## src/rtl/cfg_lock_pkg.sv

```systemverilog
package cfg_lock_pkg;

  localparam logic [6:0] TGT_ADDR = 7'b1010010;
  localparam logic [7:0] PTR_REG  = 8'hFF;
  localparam logic [7:0] ARM_WEL  = 8'h02;
  localparam logic [7:0] ARM_BOTH = 8'h06;

  typedef enum logic [2:0] {
    ACT_SET_WEL,
    ACT_SET_BOTH,
    ACT_REARM,
    ACT_COMMIT,
    ACT_BLOCKED,
    ACT_CLEAR
  } cfg_act_e;

  typedef enum logic [2:0] {
    BS_IDLE, BS_RX, BS_ACK, BS_TX, BS_TXACK, BS_SKIP
  } bus_st_e;

  typedef enum logic [1:0] {PH_ADDR, PH_PTR, PH_DATA} bus_ph_e;

  // Decide what a single accepted data byte does to the latches.
  function automatic cfg_act_e cfg_classify(input logic [7:0] b,
                                            input logic wel, input logic rwel,
                                            input logic wp);
    cfg_act_e a;
    if (wel && rwel) begin
      if (b[2])      a = ACT_REARM;
      else if (b[1]) a = wp ? ACT_BLOCKED : ACT_COMMIT;
      else           a = ACT_CLEAR;
    end else if (b == ARM_WEL)  a = ACT_SET_WEL;
    else if (b == ARM_BOTH)     a = ACT_SET_BOTH;
    else                        a = ACT_CLEAR;
    return a;
  endfunction

  // Read-back layout of the register.
  function automatic logic [7:0] cfg_pack(input logic [1:0] por,
                                          input logic [1:0] flag,
                                          input logic [1:0] bp,
                                          input logic rwel, input logic wel);
    return {por[1], flag[1], flag[0], bp[1], bp[0], rwel, wel, por[0]};
  endfunction

endpackage

```

## src/rtl/cfg_lock_bus.sv

```systemverilog
module cfg_lock_bus
  import cfg_lock_pkg::*;
(
  input  logic       clk,
  input  logic       rst_n,
  input  logic       scl_i,
  input  logic       sda_i,
  input  logic       busy_i,
  input  logic [7:0] rd_byte_i,
  output logic       sda_pull_o,
  output logic       scl_lvl_o,
  output logic       wr_evt_o,
  output logic [7:0] wr_byte_o,
  output logic       addr_ack_evt_o
);

  logic [2:0] scl_q, sda_q;
  logic       scl_s, scl_p, sda_s, sda_p;
  logic       rise, fall, start_c, stop_c;

  always_ff @(posedge clk or negedge rst_n) begin
    if (!rst_n) begin
      scl_q <= 3'b111;
      sda_q <= 3'b111;
    end else begin
      scl_q <= {scl_q[1:0], scl_i};
      sda_q <= {sda_q[1:0], sda_i};
    end
  end

  assign scl_s   = scl_q[1];
  assign scl_p   = scl_q[2];
  assign sda_s   = sda_q[1];
  assign sda_p   = sda_q[2];
  assign rise    = scl_s & ~scl_p;
  assign fall    = ~scl_s & scl_p;
  assign start_c = scl_s & scl_p & sda_p & ~sda_s;
  assign stop_c  = scl_s & scl_p & ~sda_p & sda_s;
  assign scl_lvl_o = scl_s;

  bus_st_e    st;
  bus_ph_e    ph;
  logic [7:0] sh, tx, data_q;
  logic [3:0] cnt;
  logic       rd, have_data, drv;

  always_ff @(posedge clk or negedge rst_n) begin
    if (!rst_n) begin
      st <= BS_IDLE; ph <= PH_ADDR; sh <= '0; tx <= '0; data_q <= '0;
      cnt <= '0; rd <= 1'b0; have_data <= 1'b0; drv <= 1'b0;
      wr_evt_o <= 1'b0; addr_ack_evt_o <= 1'b0;
    end else begin
      wr_evt_o       <= 1'b0;
      addr_ack_evt_o <= 1'b0;
      if (start_c) begin
        st <= BS_RX; ph <= PH_ADDR; cnt <= '0; have_data <= 1'b0; drv <= 1'b0;
      end else if (stop_c) begin
        wr_evt_o  <= have_data;
        have_data <= 1'b0;
        st        <= BS_IDLE;
        drv       <= 1'b0;
      end else begin
        unique case (st)
          BS_RX: begin
            if (rise && cnt != 4'd8) begin
              sh  <= {sh[6:0], sda_s};
              cnt <= cnt + 4'd1;
            end else if (fall && cnt == 4'd8) begin
              unique case (ph)
                PH_ADDR: begin
                  if (sh[7:1] == TGT_ADDR && !busy_i) begin
                    drv <= 1'b1; st <= BS_ACK; rd <= sh[0];
                    addr_ack_evt_o <= 1'b1;
                  end else st <= BS_SKIP;
                end
                PH_PTR: begin
                  if (sh == PTR_REG) begin drv <= 1'b1; st <= BS_ACK; end
                  else st <= BS_SKIP;
                end
                default: begin
                  if (!have_data) begin
                    data_q <= sh; have_data <= 1'b1; drv <= 1'b1; st <= BS_ACK;
                  end else begin
                    have_data <= 1'b0; st <= BS_SKIP;
                  end
                end
              endcase
            end
          end
          BS_ACK: begin
            if (fall) begin
              if (ph == PH_ADDR && rd) begin
                tx  <= rd_byte_i;
                drv <= ~rd_byte_i[7];
                cnt <= 4'd1;
                st  <= BS_TX;
              end else begin
                drv <= 1'b0;
                cnt <= '0;
                st  <= BS_RX;
                ph  <= (ph == PH_ADDR) ? PH_PTR : PH_DATA;
              end
            end
          end
          BS_TX: begin
            if (fall) begin
              if (cnt == 4'd8) begin
                drv <= 1'b0; st <= BS_TXACK;
              end else begin
                tx  <= {tx[6:0], 1'b0};
                drv <= ~tx[6];
                cnt <= cnt + 4'd1;
              end
            end
          end
          BS_TXACK: if (rise) st <= BS_IDLE;
          default: ;
        endcase
      end
    end
  end

  assign sda_pull_o = drv;
  assign wr_byte_o  = data_q;

endmodule

```

## src/rtl/cfg_lock_core.sv

```systemverilog
module cfg_lock_core
  import cfg_lock_pkg::*;
#(
  parameter int unsigned BUSY_CYCLES = 1_000_000
) (
  input  logic       clk,
  input  logic       rst_n,
  input  logic       wr_evt_i,
  input  logic [7:0] wr_byte_i,
  input  logic       wp_i,
  input  logic       mon_a_ok_i,
  input  logic       mon_b_ok_i,
  output logic [7:0] rd_byte_o,
  output logic [1:0] por_sel_o,
  output logic [1:0] blk_prot_o,
  output logic [1:0] mon_flag_o,
  output logic       busy_o,
  output logic       wel_o,
  output logic       rwel_o,
  output logic       commit_evt_o,
  output logic       rearm_evt_o
);

  localparam int CW = $clog2(BUSY_CYCLES + 1);
  localparam logic [CW-1:0] BUSY_LOAD = CW'(BUSY_CYCLES);

  cfg_act_e    act;
  logic        wel, rwel, expire;
  logic [CW-1:0] busy_cnt;
  logic [1:0]  por, bp, flag, p_por, p_bp, p_flag, flag_base;

  assign act          = cfg_classify(wr_byte_i, wel, rwel, wp_i);
  assign commit_evt_o = wr_evt_i && act == ACT_COMMIT;
  assign rearm_evt_o  = wr_evt_i && act == ACT_REARM;
  assign expire       = busy_cnt == CW'(1);

  always_ff @(posedge clk or negedge rst_n) begin
    if (!rst_n) begin
      wel <= 1'b0; rwel <= 1'b0;
    end else if (wr_evt_i) begin
      unique case (act)
        ACT_SET_WEL:  wel <= 1'b1;
        ACT_SET_BOTH: begin wel <= 1'b1; rwel <= 1'b1; end
        ACT_REARM:    rwel <= 1'b1;
        ACT_COMMIT,
        ACT_BLOCKED:  rwel <= 1'b0;
        default:      begin wel <= 1'b0; rwel <= 1'b0; end
      endcase
    end
  end

  always_ff @(posedge clk or negedge rst_n) begin
    if (!rst_n) begin
      busy_cnt <= '0; p_por <= '0; p_bp <= '0; p_flag <= '0;
    end else if (commit_evt_o) begin
      busy_cnt <= BUSY_LOAD;
      p_por    <= {wr_byte_i[7], wr_byte_i[0]};
      p_bp     <= wr_byte_i[4:3];
      p_flag   <= wr_byte_i[6:5];
    end else if (busy_cnt != '0) begin
      busy_cnt <= busy_cnt - CW'(1);
    end
  end

  always_ff @(posedge clk or negedge rst_n) begin
    if (!rst_n) begin
      por <= '0; bp <= '0;
    end else if (expire) begin
      por <= p_por; bp <= p_bp;
    end
  end

  // A low monitor input overrides everything else on its flag.
  assign flag_base = expire ? p_flag : flag;
  always_ff @(posedge clk or negedge rst_n) begin
    if (!rst_n) flag <= '0;
    else        flag <= flag_base & {mon_a_ok_i, mon_b_ok_i};
  end

  assign rd_byte_o  = cfg_pack(por, flag, bp, rwel, wel);
  assign por_sel_o  = por;
  assign blk_prot_o = bp;
  assign mon_flag_o = flag;
  assign busy_o     = busy_cnt != '0;
  assign wel_o      = wel;
  assign rwel_o     = rwel;

endmodule

```

## src/rtl/cfg_lock_reg.sv

```systemverilog
module cfg_lock_reg #(
  parameter int unsigned BUSY_CYCLES = 1_000_000
) (
  input  logic       clk,
  input  logic       rst_n,
  input  logic       scl_i,
  input  logic       sda_i,
  output logic       sda_pull_o,
  input  logic       wp_i,
  input  logic       mon_a_ok_i,
  input  logic       mon_b_ok_i,
  output logic [1:0] por_sel_o,
  output logic [1:0] blk_prot_o,
  output logic [1:0] mon_flag_o,
  output logic       busy_o
);

  logic       wr_evt, addr_ack_evt, scl_lvl;
  logic       wel, rwel, commit_evt, rearm_evt;
  logic [7:0] wr_byte, rd_byte;

  cfg_lock_bus u_bus (
    .clk            (clk),
    .rst_n          (rst_n),
    .scl_i          (scl_i),
    .sda_i          (sda_i),
    .busy_i         (busy_o),
    .rd_byte_i      (rd_byte),
    .sda_pull_o     (sda_pull_o),
    .scl_lvl_o      (scl_lvl),
    .wr_evt_o       (wr_evt),
    .wr_byte_o      (wr_byte),
    .addr_ack_evt_o (addr_ack_evt)
  );

  cfg_lock_core #(.BUSY_CYCLES(BUSY_CYCLES)) u_core (
    .clk          (clk),
    .rst_n        (rst_n),
    .wr_evt_i     (wr_evt),
    .wr_byte_i    (wr_byte),
    .wp_i         (wp_i),
    .mon_a_ok_i   (mon_a_ok_i),
    .mon_b_ok_i   (mon_b_ok_i),
    .rd_byte_o    (rd_byte),
    .por_sel_o    (por_sel_o),
    .blk_prot_o   (blk_prot_o),
    .mon_flag_o   (mon_flag_o),
    .busy_o       (busy_o),
    .wel_o        (wel),
    .rwel_o       (rwel),
    .commit_evt_o (commit_evt),
    .rearm_evt_o  (rearm_evt)
  );

endmodule

```

## config.mk

```make
export PLATFORM = sky130hd
export DESIGN_NAME = cfg_lock_reg
export DESIGN_NICKNAME = d
export VERILOG_FILES = /design/src/rtl/cfg_lock_pkg.sv /design/src/rtl/cfg_lock_bus.sv /design/src/rtl/cfg_lock_core.sv /design/src/rtl/cfg_lock_reg.sv
export SDC_FILE = /design/constraint.sdc
export NUM_CORES = 1
export LEC_CHECK = 0
export ABC_AREA = 1
export BUFFER_PORTS_ARGS = -buffer_cell sky130_fd_sc_hd__buf_2
export CAP_MARGIN = 15
export CORE_UTILIZATION = 58
export CTS_CLUSTER_DIAMETER = 150
export DETAILED_ROUTE_END_ITERATION = 10
export PLACE_DENSITY = 0.76
export SETUP_SLACK_MARGIN = 0.3
export SLEW_MARGIN = 15
export SYNTH_ARGS = -nofsm -noshare
export SYNTH_HDL_FRONTEND = slang
export SYNTH_SLANG_ARGS = --single-unit
```

## constraint.sdc

```tcl
create_clock -name clk -period 1.96 [get_ports clk]
set_input_delay 0.196 -clock clk [delete_from_list [all_inputs] [get_ports clk]]
set_output_delay 0.196 -clock clk [all_outputs]
set_load 0.02 [all_outputs]
```

# After elaboration in Yosys (flattened, before gate mapping)
# Index checks and enable logic that the tools add are counted.
word_totals:
  output_inout_bits: 8
  wordCells: 181
  register_bits: 76
classes:
  n_addsub: 2
  eq_ne: 37
  n_bitwise: 21
  n_mux: 66
  reduce_logical: 34
ops:
  columns: ["op", "n"]
  rows:
  - ["$mux W3", 17]
  - ["$mux W20", 2]
  - ["$mux W7", 4]
  - ["$reduce_and A7 Y1", 4]
  - ["$mux W4", 6]
  - ["$mux W1", 21]
  - ["$eq A20 B1 Y1 const B", 1]
  - ["$ne A4 B1 Y1 const B", 5]
  - ["$reduce_bool A20 Y1", 1]
  - ["$sub A20 B1 Y20 const B", 1]
  - ["$mux W2", 8]
  - ["$ne A3 B1 Y1 const B", 5]
  - ["$pmux W7 S2", 1]
  - ["$not A1 Y1", 13]
  - ["$eq A3 B2 Y1 const B", 4]
  - ["$pmux W3 S4", 1]
  - ["$pmux W4 S3", 1]
  - ["$reduce_and A4 Y1", 3]
  - ["$ne A2 B1 Y1 const B", 5]
  - ["$ne A5 B2 Y1 const B", 2]
  - ["$eq A8 B2 Y1 const B", 1]
  - ["$eq A8 B3 Y1 const B", 1]
  - ["$eq A8 B8 Y1 const B", 1]
  - ["$reduce_and A8 Y1", 1]
  - ["other kinds (29)", 51]

# Logic depth before layout (Yosys ltp)
logic_depth:
  ltp_word: 10
  mapped_depth: 13
  ltp_nobuf: 13

# Hierarchy
# A second synthesis with hierarchy kept.
hier_totals:
  cells_unflattened: 538
  hier_area_um2: 4250.3
by_module_without_submodules:
  columns: ["mod", "area_each_um2", "cells_per_inst", "seq_area_each_um2", "n_inst"]
  rows:
  - ["cfg_lock_bus", 2170.8, 270, 1083.5, 1]
  - ["cfg_lock_core", 2079.5, 268, 850.8, 1]

# Least setup slack after synthesis
# Ideal clock, no wire load.
synth_timing:
  path_type: "register -> register"
  from: "reg u_core.busy_cnt[0]"
  to: "reg u_core.busy_cnt[10]"
  slack_ns: 0.296
  t_arrival_ns: 1.537
  path_stages_with_launch: 10
  path_cell_list: "dfrtp_1 -> inv_1 -> ha_1 -> inv_1 -> nor2_1 -> nand3_1 -> nand2_1 -> nor2_1 -> o21ai_0 -> a21oi_1"
synth_between:
  word_cells_on_any_way: 5
  cone_classes: "add/sub (1); mux (2); reduce/logical (2)"
synth_rtl:
  columns: ["item", "line_no", "source"]
  rows:
  - ["start, declared", "cfg_lock_core.sv:29", "logic [CW-1:0] busy_cnt;"]
  - ["start signal, assigned", "cfg_lock_core.sv:61", "busy_cnt <= busy_cnt - CW'(1);"]
  - ["$reduce_bool A20 Y1", null, null]
  - ["via busy_o", "cfg_lock_reg.sv:15", "output logic busy_o"]
  - ["$reduce_bool A2 Y1 (no source line)", null, null]
# The timed path passes the listed nets, and every way through them passes these cells. The select of a mux whose other input is x is not followed.
# A chain may end at the register's enable or synchronous reset.

# Worst setup path in the final report
layout_timing:
  from: "reg u_core.busy_cnt[14]"
  to: "reg u_bus.drv (netlist: u_bus.sda_pull_o)"
layout_between:
  elab_chain_len: 5
layout_rtl:
  columns: ["item", "line_no", "source"]
  rows:
  - ["$reduce_bool A20 Y1", "cfg_lock_core.sv:84", "assign busy_o = busy_cnt != '0;"]
  - ["$logic_not A1 Y1", "cfg_lock_bus.sv:71", "if (sh[7:1] == TGT_ADDR && !busy_i) begin"]
  - ["$logic_and A1 B1 Y1", "cfg_lock_bus.sv:71", null]
  - ["$ne A5 B2 Y1 (no source line)", null, null]
  - ["$reduce_and A8 Y1 (no source line)", null, null]
  - ["end signal, assigned", "cfg_lock_bus.sv:94", "drv <= ~rd_byte_i[7];"]
  - ["end signal, assigned", "cfg_lock_bus.sv:111", "drv <= ~tx[6];"]
  - ["end, declared", "cfg_lock_bus.sv:45", "logic rd, have_data, drv;"]
# Every way passes these cells.

==> results.cfg <==
[status]
status = complete, no violations

[logic_synthesis]
ys_seq_elements = 76
syn_area_um2 = 3809
syn_avg_cell_area_um2 = 7.985
seq_area_frac_synth = 0.5013
synth_enable_flop_cells = 0
synth_common_cells = nand2_1 (112), dfrtp_1 (70), nor2_1 (65)
synth_top_area_cell = dfrtp_1
async_flop_share = 1.000
yosysTopAreaCellShare = 0.4599
yosysUniqueCellTypes = 34
yosys-top-cells-area = dfrtp_1 (46%), nand2_1 (11%), nor2_1 (6.4%)
yosysMostFrequentCell = nand2_1
syn_inst = 477
synth_flop_cell = dfrtp_1
syn-num-nets = 489
yosys_warnings = 0

[sta]
worst_slack_ns = 0.1539
fin_crit_ns = 1.806
finalSetupViolations = 0
final_hold_viol_count = 0
slew_headroom = 0.7360
min_period_over_period = 0.9215
tns_ns = 0
drv_slew = 0
finalClockSkew_ns = 0.01054
worstMarginPinSlew_ns = 0.3941
rsz0062_at_grt = yes
max_freq_ghz = 0.5537

[route]
wl_mm = 10.01
drc = 0
antenna_left = 0
vias = 3584
wl_per_cell_um = 15.82
dr.pass1.iters = 6
vias_per_cell = 5.662
drt_iter0_drc = 237

[die]
num_rows = 29
dieArea_um2 = 6895
start_util = 0.5998
coreArea_um2 = 6350
die_x_um = 83.04
die_h_um = 83.04
pin_count = 15

[global_routing]
grt_pass1_wl_mm = 14.83
grt.overflow.total = 0
grt_pass1_vias = 3222
grt_usage = 0.2724
antenna_found_initial = 0
grt_max_degree = 59

[worst_hold_path]
min_delay_path_depth = 3
hp-class = input pin to flip-flop

[clock_network]
cts.sinks = 76
cts_max_level = 3
tritoncts = yes
cts_made_buffers = 9
clock_latency_ns = 0.35
cts_root_buf = clkbuf_8
clockBufferDepth = 2
clk_transition_reported_paths_ns = 0.08

[setup_path]
worst_path_largest_cell_delay_ns = 0.44
crit_path_end_kind = flip-flop
crit_chain = nor2_2 > nand2_2 > nor2_4 > buf_6 > nand4_1 > nand3_1 > nand2_1 > nand2_1 > nand2_1 > nand2_1 > nand2_1
start_kind = flip-flop
reg2reg_depth = 11
worst_ep_required_time_ns = 2.20
crit_top_cell = nand2_1
crit_arrival_ns = 2.05
path_class = flip-flop to flip-flop
worst_path_max_delay_cell = dfrtp_1
crit_fanout = 4

[power_and_ir_drop]
p_leak_nw = 2.446
ir_worst_vdd_uv = 757.7
pwr_density_cell_nw_per_um2 = 925.8

[placed_design]
post-dp-hpwl_mm = 5.839
gp_congestion = 0.9067
port_buffers = 14
dp_slack_ns = 0.1443

[cells_and_area]
n_antenna_cell = 0
fin_nets = 563
drive_gt1_frac = 0.3058
syn_to_final_growth_pct = 28.51

[run]
cap_violations = 0
state kept, by name, indices dropped and copies added (netlist names), 2 cells and up:
register	count
u_bus.sh	8
u_core.blk_prot_o	2
u_bus.tx	7
u_core.p_por	2
u_bus.scl_q	3
u_bus.ph	2
u_core.p_flag	2
u_bus.cnt	4
u_core.mon_flag_o	2
u_core.p_bp	2
u_bus.sda_q	3
u_core.por_sel_o	2
u_bus.st	3
u_core.busy_cnt	20
u_bus.wr_byte_o	8
critical path: cells and delay by family (launching register included):
family / cells / cell delay [ns]
buffers and inverters: 1 / 0.14
flip-flops: 1 / 0.44
AND/OR/NAND/NOR: 10 / 1.13
cell type report:
type / instances / area [um^2]
clock inverter: 4 / 51.30
tap: 77 / 96.34
timing repair buffer: 70 / 563.0
clock buffer: 12 / 145.1
sequential: 76 / 1913
multi-input combinational: 324 / 1857
inverter: 70 / 269.0
fill: 391 / 1455
kinds of logic after synthesis:
logic type | synth area share
AOI/OAI and AO/OA | 0.1179
adders and majority gates | 0.01643
DFF | 0.5013
muxes | 0.002956
xor gates and xnor gates | 0.02530
buffers and inverters | 0.07819
and+or+nand+nor | 0.2579
layout by cell type, fill, tap and decap left out, types with 4 or more instances in the layout:
cell type    n
a21oi_1     12
ha_1         4
nor2_1      44
o21ai_0     33
o21ai_1     15
nand2_1    100
o211ai_1     5
nor2_4      11
inv_1       54
nand4_1      5
inv_2       14
buf_2       12
nor2_2      15
buf_6        6
xor2_1       8
buf_4       46
clkbuf_8    10
a21oi_2      7
nand2_2     14
dfstp_2      6
nor3_1       4
nand3_1     17
nor3_4       4
dfrtp_1     67
layer usage:
metal,up-vias,global-route usage,share of wire
li1,1680,-,-
met1,1709,0.3567,0.41
met2,141,0.4285,0.49
met3,54,0.05964,0.050
met4,0,0.1379,0.048
met5,-,0,0
worst paths after layout:
kind / startpoint / to / slack (ns)
hold reg to reg: u_bus.scl_q[0] / u_bus.scl_q[1] / 0.35
hold / removal: mon_a_ok_i / u_core.mon_flag_o[1] / 0.07
setup / recovery: u_core.busy_cnt[14] / u_bus.sda_pull_o / 0.15
min in group asynchronous: rst_n / u_bus.tx[3] / 0.26
setup reg to reg: u_core.busy_cnt[14] / u_bus.sda_pull_o / 0.15
max in group asynchronous: rst_n / u_bus.scl_q[0] / 1.06
report_power, final:
part           total, W  switching [W]  internal, W
sequential      0.00200       0.000185      0.00182
clock           0.00120       0.000579     0.000625
combinational   0.00133       0.000820     0.000506
through the flow:
step / total power [W] / hold slack [ns] / area [um^2] / instances / util
after floorplan: 0.002786 / -0.09959 / 3814 / 477 / -
after global placement: 0.003039 / 0.08919 / 4035 / 571 / 0.6355
after detailed placement: 0.003082 / 0.09625 / 4035 / 571 / 0.6355
after CTS: 0.004349 / 0.06334 / 4524 / 610 / 0.7125
after global routing: 0.004800 / 0.06646 / 4895 / 633 / 0.7708
final: 0.004531 / 0.06828 / 4895 / 633 / 0.7708
what timing repair did:
action,4_1_cts,5_1_grt
endpoints found under the setup margin,30,45
endpoints found under the hold margin,20,0
hold buffers,3,0
buffers inserted,19,23
cloned,1,0
resized for setup,35,55
pin swaps,14,24
Note: power is estimated with default switching activity, not from simulation.
